<file path="src/rtl/cordic_pkg.sv">
package cordic_pkg;
  typedef enum logic [1:0] {
    ST_IDLE,
    ST_PRELOAD,
    ST_SETUP,
    ST_COMPUTE
  } cs_state_e;
endpackage

</file>
<file path="src/rtl/cs_serial_addsub.sv">
module cs_serial_addsub (
  input  logic clk,
  input  logic rst_n,
  input  logic en_i,
  input  logic first_i,
  input  logic sub_i,
  input  logic a_i,
  input  logic b_i,
  output logic s_o
);
  logic carry_q;
  logic cin;
  logic bx;

  // Seed the carry with 1 on a subtract so that inverting b gives a two's-complement negate.
  assign cin = first_i ? sub_i : carry_q;
  assign bx  = b_i ^ sub_i;
  assign s_o = a_i ^ bx ^ cin;

  always_ff @(posedge clk or negedge rst_n) begin
    if (!rst_n)    carry_q <= 1'b0;
    else if (en_i) carry_q <= (a_i & bx) | (a_i & cin) | (bx & cin);
  end


  sub_frozen_chk: assert property (@(posedge clk) disable iff (!rst_n)
    (en_i && !first_i) |-> $stable(sub_i));
endmodule

</file>
<file path="src/rtl/cs_atan_rom.sv">
module cs_atan_rom #(
  parameter int W     = 32,
  parameter int FRAC  = 28,
  parameter int ITERS = 31,
  parameter int IW    = 5
) (
  input  logic [IW-1:0] idx_i,
  output logic [W-1:0]  atan_o
);
  localparam int DEPTH = 1 << IW;

  function automatic logic [W-1:0] atan_fx(input int i);
    real r;
    r = $atan(2.0 ** (-i)) * (2.0 ** FRAC);
    return W'($rtoi(r + 0.5));
  endfunction

  logic [W-1:0] tbl [DEPTH];

  for (genvar g = 0; g < DEPTH; g++) begin : g_ent
    if (g < ITERS) begin : g_used
      assign tbl[g] = atan_fx(g);
    end else begin : g_pad
      assign tbl[g] = '0;
    end
  end

  assign atan_o = tbl[idx_i];
endmodule

</file>
<file path="src/rtl/cs_ctrl.sv">
module cs_ctrl
  import cordic_pkg::*;
#(
  parameter int W     = 32,
  parameter int ITERS = 31,
  parameter int IW    = 5
) (
  input  logic          clk,
  input  logic          rst_n,
  input  logic          start_i,
  output cs_state_e     state_o,
  output logic [IW-1:0] iter_o,
  output logic          done_o
);
  localparam int BW = $clog2(W);

  logic [BW-1:0] bit_q;

  always_ff @(posedge clk or negedge rst_n) begin
    if (!rst_n) begin
      state_o <= ST_IDLE;
      iter_o  <= '0;
      bit_q   <= '0;
      done_o  <= 1'b0;
    end else begin
      case (state_o)
        ST_IDLE: if (start_i) begin
          state_o <= ST_PRELOAD;
          done_o  <= 1'b0;
        end
        ST_PRELOAD: begin
          state_o <= ST_SETUP;
          iter_o  <= '0;
        end
        ST_SETUP: begin
          state_o <= ST_COMPUTE;
          bit_q   <= BW'(1);
        end
        default: begin
          if (bit_q == BW'(W - 1)) begin
            bit_q <= '0;
            if (iter_o == IW'(ITERS - 1)) begin
              state_o <= ST_IDLE;
              done_o  <= 1'b1;
            end else begin
              iter_o  <= iter_o + 1'b1;
              state_o <= ST_SETUP;
            end
          end else begin
            bit_q <= bit_q + 1'b1;
          end
        end
      endcase
    end
  end


  setup_once_chk: assert property (@(posedge clk) disable iff (!rst_n)
    (state_o == ST_SETUP) |=> (state_o == ST_COMPUTE));


  busy_start_chk: assert property (@(posedge clk) disable iff (!rst_n)
    (state_o != ST_IDLE && start_i) |=> (state_o != ST_PRELOAD));


  done_idle_chk: assert property (@(posedge clk) disable iff (!rst_n)
    done_o |-> (state_o == ST_IDLE));
endmodule

</file>
<file path="src/rtl/bit_serial_cordic.sv">
module bit_serial_cordic
  import cordic_pkg::*;
#(
  parameter int W     = 32,
  parameter int FRAC  = 28,
  parameter int ITERS = 31
) (
  input  logic         clk,
  input  logic         rst_n,
  input  logic         start_i,
  input  logic [W-1:0] x0_i,
  input  logic [W-1:0] y0_i,
  input  logic [W-1:0] z0_i,
  output logic [W-1:0] x_o,
  output logic [W-1:0] y_o,
  output logic [W-1:0] z_o,
  output logic         done_o
);
  localparam int IW  = (ITERS > 1) ? $clog2(ITERS) : 1;
  localparam int LAT = W * ITERS + 1;

  cs_state_e     state;
  logic [IW-1:0] iter;
  logic [W-1:0]  atan_now;

  cs_ctrl #(.W(W), .ITERS(ITERS), .IW(IW)) u_ctrl (
    .clk(clk), .rst_n(rst_n), .start_i(start_i),
    .state_o(state), .iter_o(iter), .done_o(done_o)
  );

  cs_atan_rom #(.W(W), .FRAC(FRAC), .ITERS(ITERS), .IW(IW)) u_rom (
    .idx_i(iter), .atan_o(atan_now)
  );

  logic signed [W-1:0] x_sr, y_sr, z_sr;
  logic signed [W-1:0] xs_q, ys_q;
  logic [W-1:0]        at_q;
  logic                dir_q;
  logic signed [W-1:0] xs_full, ys_full;
  logic                setup, step, neg;
  logic                xs_bit, ys_bit, at_bit;
  logic [2:0]          a_l, b_l, sub_l, s_l;

  assign setup   = (state == ST_SETUP);
  assign step    = setup || (state == ST_COMPUTE);
  assign xs_full = x_sr >>> iter;
  assign ys_full = y_sr >>> iter;
  assign neg     = setup ? z_sr[W-1] : dir_q;
  assign xs_bit  = setup ? xs_full[0] : xs_q[0];
  assign ys_bit  = setup ? ys_full[0] : ys_q[0];
  assign at_bit  = setup ? atan_now[0] : at_q[0];

  // lane 0 = X, lane 1 = Y, lane 2 = Z
  assign a_l   = {z_sr[0], y_sr[0], x_sr[0]};
  assign b_l   = {at_bit, xs_bit, ys_bit};
  assign sub_l = {~neg, neg, ~neg};

  for (genvar l = 0; l < 3; l++) begin : g_lane
    cs_serial_addsub u_as (
      .clk(clk), .rst_n(rst_n), .en_i(step), .first_i(setup),
      .sub_i(sub_l[l]), .a_i(a_l[l]), .b_i(b_l[l]), .s_o(s_l[l])
    );
  end

  always_ff @(posedge clk or negedge rst_n) begin
    if (!rst_n) begin
      x_sr  <= '0;
      y_sr  <= '0;
      z_sr  <= '0;
      xs_q  <= '0;
      ys_q  <= '0;
      at_q  <= '0;
      dir_q <= 1'b0;
    end else if (state == ST_PRELOAD) begin
      x_sr <= x0_i;
      y_sr <= y0_i;
      z_sr <= z0_i;
    end else if (step) begin
      x_sr <= {s_l[0], x_sr[W-1:1]};
      y_sr <= {s_l[1], y_sr[W-1:1]};
      z_sr <= {s_l[2], z_sr[W-1:1]};
      if (setup) begin
        dir_q <= z_sr[W-1];
        xs_q  <= xs_full >>> 1;
        ys_q  <= ys_full >>> 1;
        at_q  <= atan_now >> 1;
      end else begin
        xs_q <= xs_q >>> 1;
        ys_q <= ys_q >>> 1;
        at_q <= at_q >> 1;
      end
    end
  end

  assign x_o = x_sr;
  assign y_o = y_sr;
  assign z_o = z_sr;

  logic [31:0] lat_q;
  always_ff @(posedge clk or negedge rst_n) begin
    if (!rst_n)                            lat_q <= '0;
    else if (state == ST_IDLE && start_i)  lat_q <= '0;
    else if (state != ST_IDLE)             lat_q <= lat_q + 1'b1;
  end


  latency_chk: assert property (@(posedge clk) disable iff (!rst_n)
    $rose(done_o) |-> (lat_q == 32'(LAT)));


  preload_chk: assert property (@(posedge clk) disable iff (!rst_n)
    (state == ST_PRELOAD) |=> (x_sr == $past(x0_i) && y_sr == $past(y0_i) && z_sr == $past(z0_i)));


  hold_chk: assert property (@(posedge clk) disable iff (!rst_n)
    (done_o && !start_i) |=> (done_o && $stable(x_sr) && $stable(y_sr) && $stable(z_sr)));
endmodule

</file>
<file path="config.mk">
export PLATFORM = sky130hd
export DESIGN_NAME = bit_serial_cordic
export DESIGN_NICKNAME = d
export VERILOG_FILES = /design/src/rtl/cordic_pkg.sv /design/src/rtl/cs_serial_addsub.sv /design/src/rtl/cs_atan_rom.sv /design/src/rtl/cs_ctrl.sv /design/src/rtl/bit_serial_cordic.sv
export SDC_FILE = /design/constraint.sdc
export NUM_CORES = 1
export LEC_CHECK = 0
export BUFFER_PORTS_ARGS = -buffer_cell sky130_fd_sc_hd__buf_2
export CORE_MARGIN = 4
export CORE_UTILIZATION = 63
export CTS_BUF_LIST = sky130_fd_sc_hd__clkbuf_8 sky130_fd_sc_hd__clkbuf_16
export DETAILED_ROUTE_END_ITERATION = 8
export PLACE_DENSITY = 0.86
export SYNTH_ARGS = -nofsm -noshare
export SYNTH_HDL_FRONTEND = slang
export SYNTH_SLANG_ARGS = --single-unit
</file>
<file path="constraint.sdc">
create_clock -name clk -period 9.15 [get_ports clk]
set_input_delay 2.745 -clock clk [delete_from_list [all_inputs] [get_ports clk]]
set_output_delay 2.745 -clock clk [all_outputs]
set_load 0.01 [all_outputs]
</file>
==> run summary, run 1 <==
status = finished, final reports clean
clock group share of total power = 26.4%
post-CTS setup buffers = 0
kind of critical path = reg2out
IO Count = 196
hold path depth = 2
worst stage delay on the critical path = 0.75 ns
clock skew = 0.0215 ns
sw power = 1.39 mW
Worst-Skew Late Latency = 0.52 ns
Lkg Pwr = 6.31 nW
worst r2r dst = z_o[31]
Async SR Flop Fraction = 100%
synthesized area per cell = 9.12 um^2
Comb power frac = 32.7%
drt initial violations = 1552
Layout fillers = 1407
ratio of cells with drive above 1 in the final layout = 22.5%
M1 WL = 15.6 mm
Tmin final = 4.26 ns
CTS tree = yes
Max rail drop VDD = 212 uV
r2r worst-path depth = 12
Syn. warnings = 0
final net count = 1654
switch share = 37.4%
register area share after synthesis = 39.2%
Pint = 2.32 mW
largest net degree at the start of global routing = 138
H-tree levels = 1
endpoints failing setup = 0
main flop type after synthesis = dfrtp_1
Synth-to-Final Area Change = 13.6%
slowest CP cell = dfrtp_1
Die Ht = 152 um
Initial Util = 64.1%
Synth Instances = 1426
RSZ-0062 raised after global routing = false
post-CTS resize count = 0
reg2reg setup slack = 5.21 ns
Synth Net Count = 1543
critical register-to-register path startpoint = u_ctrl.iter_o[0]
Via-to-Cell Ratio = 6.53
post-route setup TNS = 0 ns
met2 wire len = 17.7 mm
Detailed Route WL = 39.0 mm
Placeable Area = 20300 um^2
metal3 WL = 4.32 mm
Row Count = 52
crit-path max FO = 16
first-pass GRT wire length = 62.3 mm
Util after Layout = 72.8%
Slew Limit Fails = 0
pwr dens = 251 nW/um^2
Initial DRT Pass Iterations = 6
CTS Buf Count = 23
Placer Congestion = 0.959
HPWL Detailed = 26.1 mm
Buf/Inv on CP = 1
crit path launch = x_o[31]
commonest non-fill, non-tap cells in the layout = 251 x nand2_1, 200 x dfrtp_1, 194 x buf_2
Relative slew margins = 6.30%
number of flops mapped to enable cells by yosys = 0
commonest non-fill, non-tap cell in the layout = nand2_1
wire per inst = 21.4 um
Reg power frac = 41.0%
Final ANT Viol Nets = 0
actual slew at the worst max-slew pin = 1.40 ns
#FFs+latches synth = 204
CP required = 6.41 ns
WHS Endpoint = at_q[26]
HP Class = reg2reg
cells along the critical path = buf_2
clk buf depth = 3
Worst Hold Slack = 0.487 ns
highest routed metal layer = met5
GRT Util Overall = 33.9%
critical path data arrival time = 1.52 ns
critical path's top delay family = flip-flops
clock-pin slew on the worst setup and hold paths = 0.06 ns
total grt overflow = 0
clock root cell = clkbuf_16
Post-CTS Hold Fix Bufs = 0
max-cap check violation count = 0
Tcrit/Tclk final = 46.6%
DRC Markers = 0
Die ar. = 23000 um^2
total number of vias = 11907
post-synth design cell area = 13000 um^2
width of the die = 152 um
Fin. Hold Viols = 0
Max Clk Rate = 0.235 GHz
synth unique cells = 61
Hold Crit Start = at_q[26]
initial antenna violation count = 1
critical path capture point type = output port
Setup crit start kind = flop
port buffer count = 195
clk sinks = 204
vias in the first global route = 11430
-- registers in the layout, indices dropped and copies added, names as in the netlist --
name and flops:
x_o 32, xs_q 32, y_o 32, ys_q 32, z_o 32, at_q 27
u_ctrl.bit_q 5, u_ctrl.iter_o 5, g_lane.u_as.carry_q 3, u_ctrl.state_o 2, dir_q 1, u_ctrl.done_o 1
-- synth_stat cells (all sizes together), types with 9 or more instances --
master / number / share of area, %
dfrtp: 204 / 39
mux4: 34 / 5.9
mux2i: 158 / 12
o211ai: 12 / 0.69
a21oi: 64 / 2.5
nand2: 251 / 7.2
a32oi: 9 / 0.61
a31oi: 34 / 1.6
nand3: 12 / 0.46
a22oi: 12 / 0.69
clkbuf: 85 / 2.5
nor2: 92 / 2.7
buf: 43 / 1.7
mux2: 47 / 4.2
ha: 15 / 1.4
inv: 35 / 1.0
o221ai: 15 / 1.0
o21a: 11 / 0.63
o21ai: 186 / 7.2
a221oi: 14 / 0.94
-- layout make-up --
class                           count  area (um^2)  area share, %
Multi-Input combinational cell   1058         7260           49.2
Inverter                           36          135          0.915
Tap cell                          270          338           2.29
Clock buffer                       30          672           4.55
Antenna cell                        1         2.50         0.0169
Sequential cell                   204         5110           34.6
Timing Repair Buffer              214         1130           7.63
Clock inverter                     10          124          0.838
-- routing by layer --
metal  vias up  GRT usage (%)
li1       5341              -
met3       112           7.35
met2       744           50.9
met1      5708           49.3
met4         2           11.6
met5         -              0
-- power by group through the flow --
stage          logic, mW  registers (mW)  clock network (mW)
4_1_cts             1.19            1.50               0.980
5_1_grt             1.31            1.55                1.02
3_5_place_dp        1.18            1.51                   0
6_report            1.21            1.52               0.979
3_3_place_gp        1.14            1.49                   0
2_1_floorplan      0.703            1.45                   0
-- stage by stage --
step | area (um^2) | instances | total power [mW] | worst slack (ns)
after floorplan | 13000 | 1426 | 2.15 | 5.86
after global placement | 14000 | 1782 | 2.63 | 4.56
after detailed placement | 14000 | 1782 | 2.68 | 4.53
after CTS | 14800 | 1822 | 3.67 | 4.93
after global routing | 14800 | 1822 | 3.88 | 4.79
final | 14800 | 1823 | 3.71 | 4.89
-- how the worst max path moves through the flow --
| stage | cells after the start | endpoint |
|---|---|---|
| global placement | 2 | g_lane[0].u_as.carry_q |
| CTS | 1 | x_o[31] |
| finish | 1 | x_o[31] |
| global route | 2 | xs_q[5] |
| floorplan | 1 | x_o[0] |
| detailed placement | 2 | x_o[2] |
-- cell families after synthesis --
logic type | after synthesis | synth area share (%)
AND/OR/NAND/NOR | 389 | 12.0
buffers and inverters | 164 | 5.20
AO/OA/AOI/OAI | 402 | 18.7
XOR/XNOR | 10 | 0.673
flip-flops | 204 | 39.2
multiplexers | 239 | 22.3
adder cells (fa/ha/maj) | 18 | 1.90
Note: power is estimated with default switching activity, not from simulation.
==> run 2: changes to the inputs <==
--- a/config.mk
+++ b/config.mk
@@ -7,10 +7,10 @@
 export LEC_CHECK = 0
 export BUFFER_PORTS_ARGS = -buffer_cell sky130_fd_sc_hd__buf_2
 export CORE_MARGIN = 4
-export CORE_UTILIZATION = 63
+export CORE_UTILIZATION = 58
 export CTS_BUF_LIST = sky130_fd_sc_hd__clkbuf_8 sky130_fd_sc_hd__clkbuf_16
 export DETAILED_ROUTE_END_ITERATION = 8
-export PLACE_DENSITY = 0.86
+export PLACE_DENSITY = 0.8
 export SYNTH_ARGS = -nofsm -noshare
 export SYNTH_HDL_FRONTEND = slang
 export SYNTH_SLANG_ARGS = --single-unit
==> constraint.sdc (replaced) <==
create_clock -name clk -period 4.2 [get_ports clk]
set_input_delay 1.26 -clock clk [delete_from_list [all_inputs] [get_ports clk]]
set_output_delay 1.26 -clock clk [all_outputs]
set_load 0.01 [all_outputs]
==> run summary, run 2 (same netlist as run 1, synthesis figures left out) <==
IO Count = 196
critical path capture point type = flop
clk buf depth = 3
actual slew at the worst max-slew pin = 0.783 ns
Slew Limit Fails = 0
HP Class = reg2reg
clock skew = 0.0344 ns
hold path depth = 2
Power, Total = 8.01 mW
Relative slew margins = 47.6%
first-pass GRT wire length = 63.6 mm
commonest non-fill, non-tap cell in the layout = nand2_1
Fin. Hold Viols = 0
Worst-Skew Late Latency = 0.53 ns
Final ANT Viol Nets = 0
Setup crit start kind = flop
CP required = 4.56 ns
Tcrit/Tclk final = 85.7%
RSZ-0062 raised after global routing = false
endpoints failing setup = 0
Tmin final = 3.60 ns
Reg power frac = 40.9%
clock-pin slew on the worst setup and hold paths = 0.06 ns
post-place setup slack = 0.678 ns
sw power = 3.04 mW
CTS Buf Count = 23
Die ar. = 24900 um^2
kind of critical path = reg2reg
DRC Markers = 0
Detailed Route WL = 40.7 mm
Placer Congestion = 0.986
port buffer count = 195
vias in the first global route = 11315
clock group share of total power = 25.4%
post-CTS resize count = 0
total grt overflow = 0
largest net degree at the start of global routing = 117
Max Clk Rate = 0.278 GHz
Initial DRT Pass Iterations = 6
Via-to-Cell Ratio = 6.43
CTS tree = yes
post-route insts no fill = 1845
Synth-to-Final Area Change = 14.4%
max-cap check violation count = 0
Post-CTS Hold Fix Bufs = 0
clock root cell = clkbuf_16
dpl cells = 1804
Die Ht = 158 um
commonest non-fill, non-tap cells in the layout = 251 x nand2_1, 200 x dfrtp_1, 194 x buf_2
total number of vias = 11859
post-CTS setup buffers = 0
r2r worst-path depth = 12
GRT Util Overall = 32.3%
setup ws final = 0.601 ns
Util after Layout = 67.8%
pwr dens = 538 nW/um^2
post-route setup TNS = 0 ns
Initial Util = 59.2%
Layout fillers = 1711
Comb power frac = 33.7%
Row Count = 54
critical path data arrival time = 3.96 ns
initial antenna violation count = 2
wire per inst = 22.1 um
status = finished, final reports clean
crit-path max FO = 49
H-tree levels = 1
Pint = 4.97 mW
switch share = 37.9%
final instance area = 14900 um^2
reg2reg setup slack = 0.60 ns
width of the die = 158 um
Post-Place Cell Area = 14100 um^2
Max rail drop VDD = 466 uV
Worst Hold Slack = 0.481 ns
Placeable Area = 22000 um^2
ratio of cells with drive above 1 in the final layout = 23.1%
HPWL Detailed = 28.9 mm
Lkg Pwr = 6.36 nW
drt initial violations = 1413
clk sinks = 204
final net count = 1666
## run 2: changes by cell type in the layout (fill, tap and decap cells not counted)
cell        before  now
clkinv_2         2    3
nor2_1          90   91
nor2_2           1    0
bufinv_16        3    2
clkbuf_8         8    6
clkinv_1         2    1
buf_4           19   27
clkinvlp_4       0    2
inv_6            1    0
clkinv_4         0    1
buf_12           0    4
inv_2            2    3
## run 2: power by group through the flow
stage | registers, mW | clock network (mW) | logic (mW)
after floorplan | 3.16 | 0 | 1.53
after global placement | 3.24 | 0 | 2.58
after detailed placement | 3.27 | 0 | 2.64
after CTS | 3.25 | 2.05 | 2.66
after global routing | 3.35 | 2.14 | 2.92
final | 3.27 | 2.03 | 2.70
## run 2: routing by layer
layer  share of wire (%)  GRT usage [%]  vias to the layer above
met5               0.032              0                        -
met4                 2.7           8.81                        2
met1                  41           46.7                     5656
met3                  11           9.35                       99
met2                  45           48.0                      742
li1                    -              -                     5360
## run 2: cell type report
class	count	area [um^2]	area share [%]
clock inverters	12	114	0.765
repair buffers	226	1270	8.51
well taps	280	350	2.35
inverters	36	135	0.908
clock buffers	28	644	4.33
multi-input cells	1058	7260	48.8
flip-flops and latches	204	5110	34.3
diodes	1	2.50	0.0168
## run 2: final timing paths
kind / endpoint / from
max: z_o[31] / u_ctrl.iter_o[0]
min reg2reg: at_q[6] / at_q[6]
min: at_q[6] / at_q[6]
max in group asynchronous: at_q[12] / rst_n
max reg2reg: z_o[31] / u_ctrl.iter_o[0]
min in group asynchronous: u_ctrl.bit_q[2] / rst_n
## run 2: worst max-delay path: stages (launching register included)
cell and delay [ns]:
dfrtp_4 0.78, buf_12 0.35, inv_1 0.17, ha_1 0.33
inv_1 0.15, nand2_1 0.08, a211oi_1 0.40, a31oi_1 0.13
xnor2_1 0.16, a21oi_1 0.20, fa_1 0.43, mux2i_1 0.12
o21ai_0 0.09
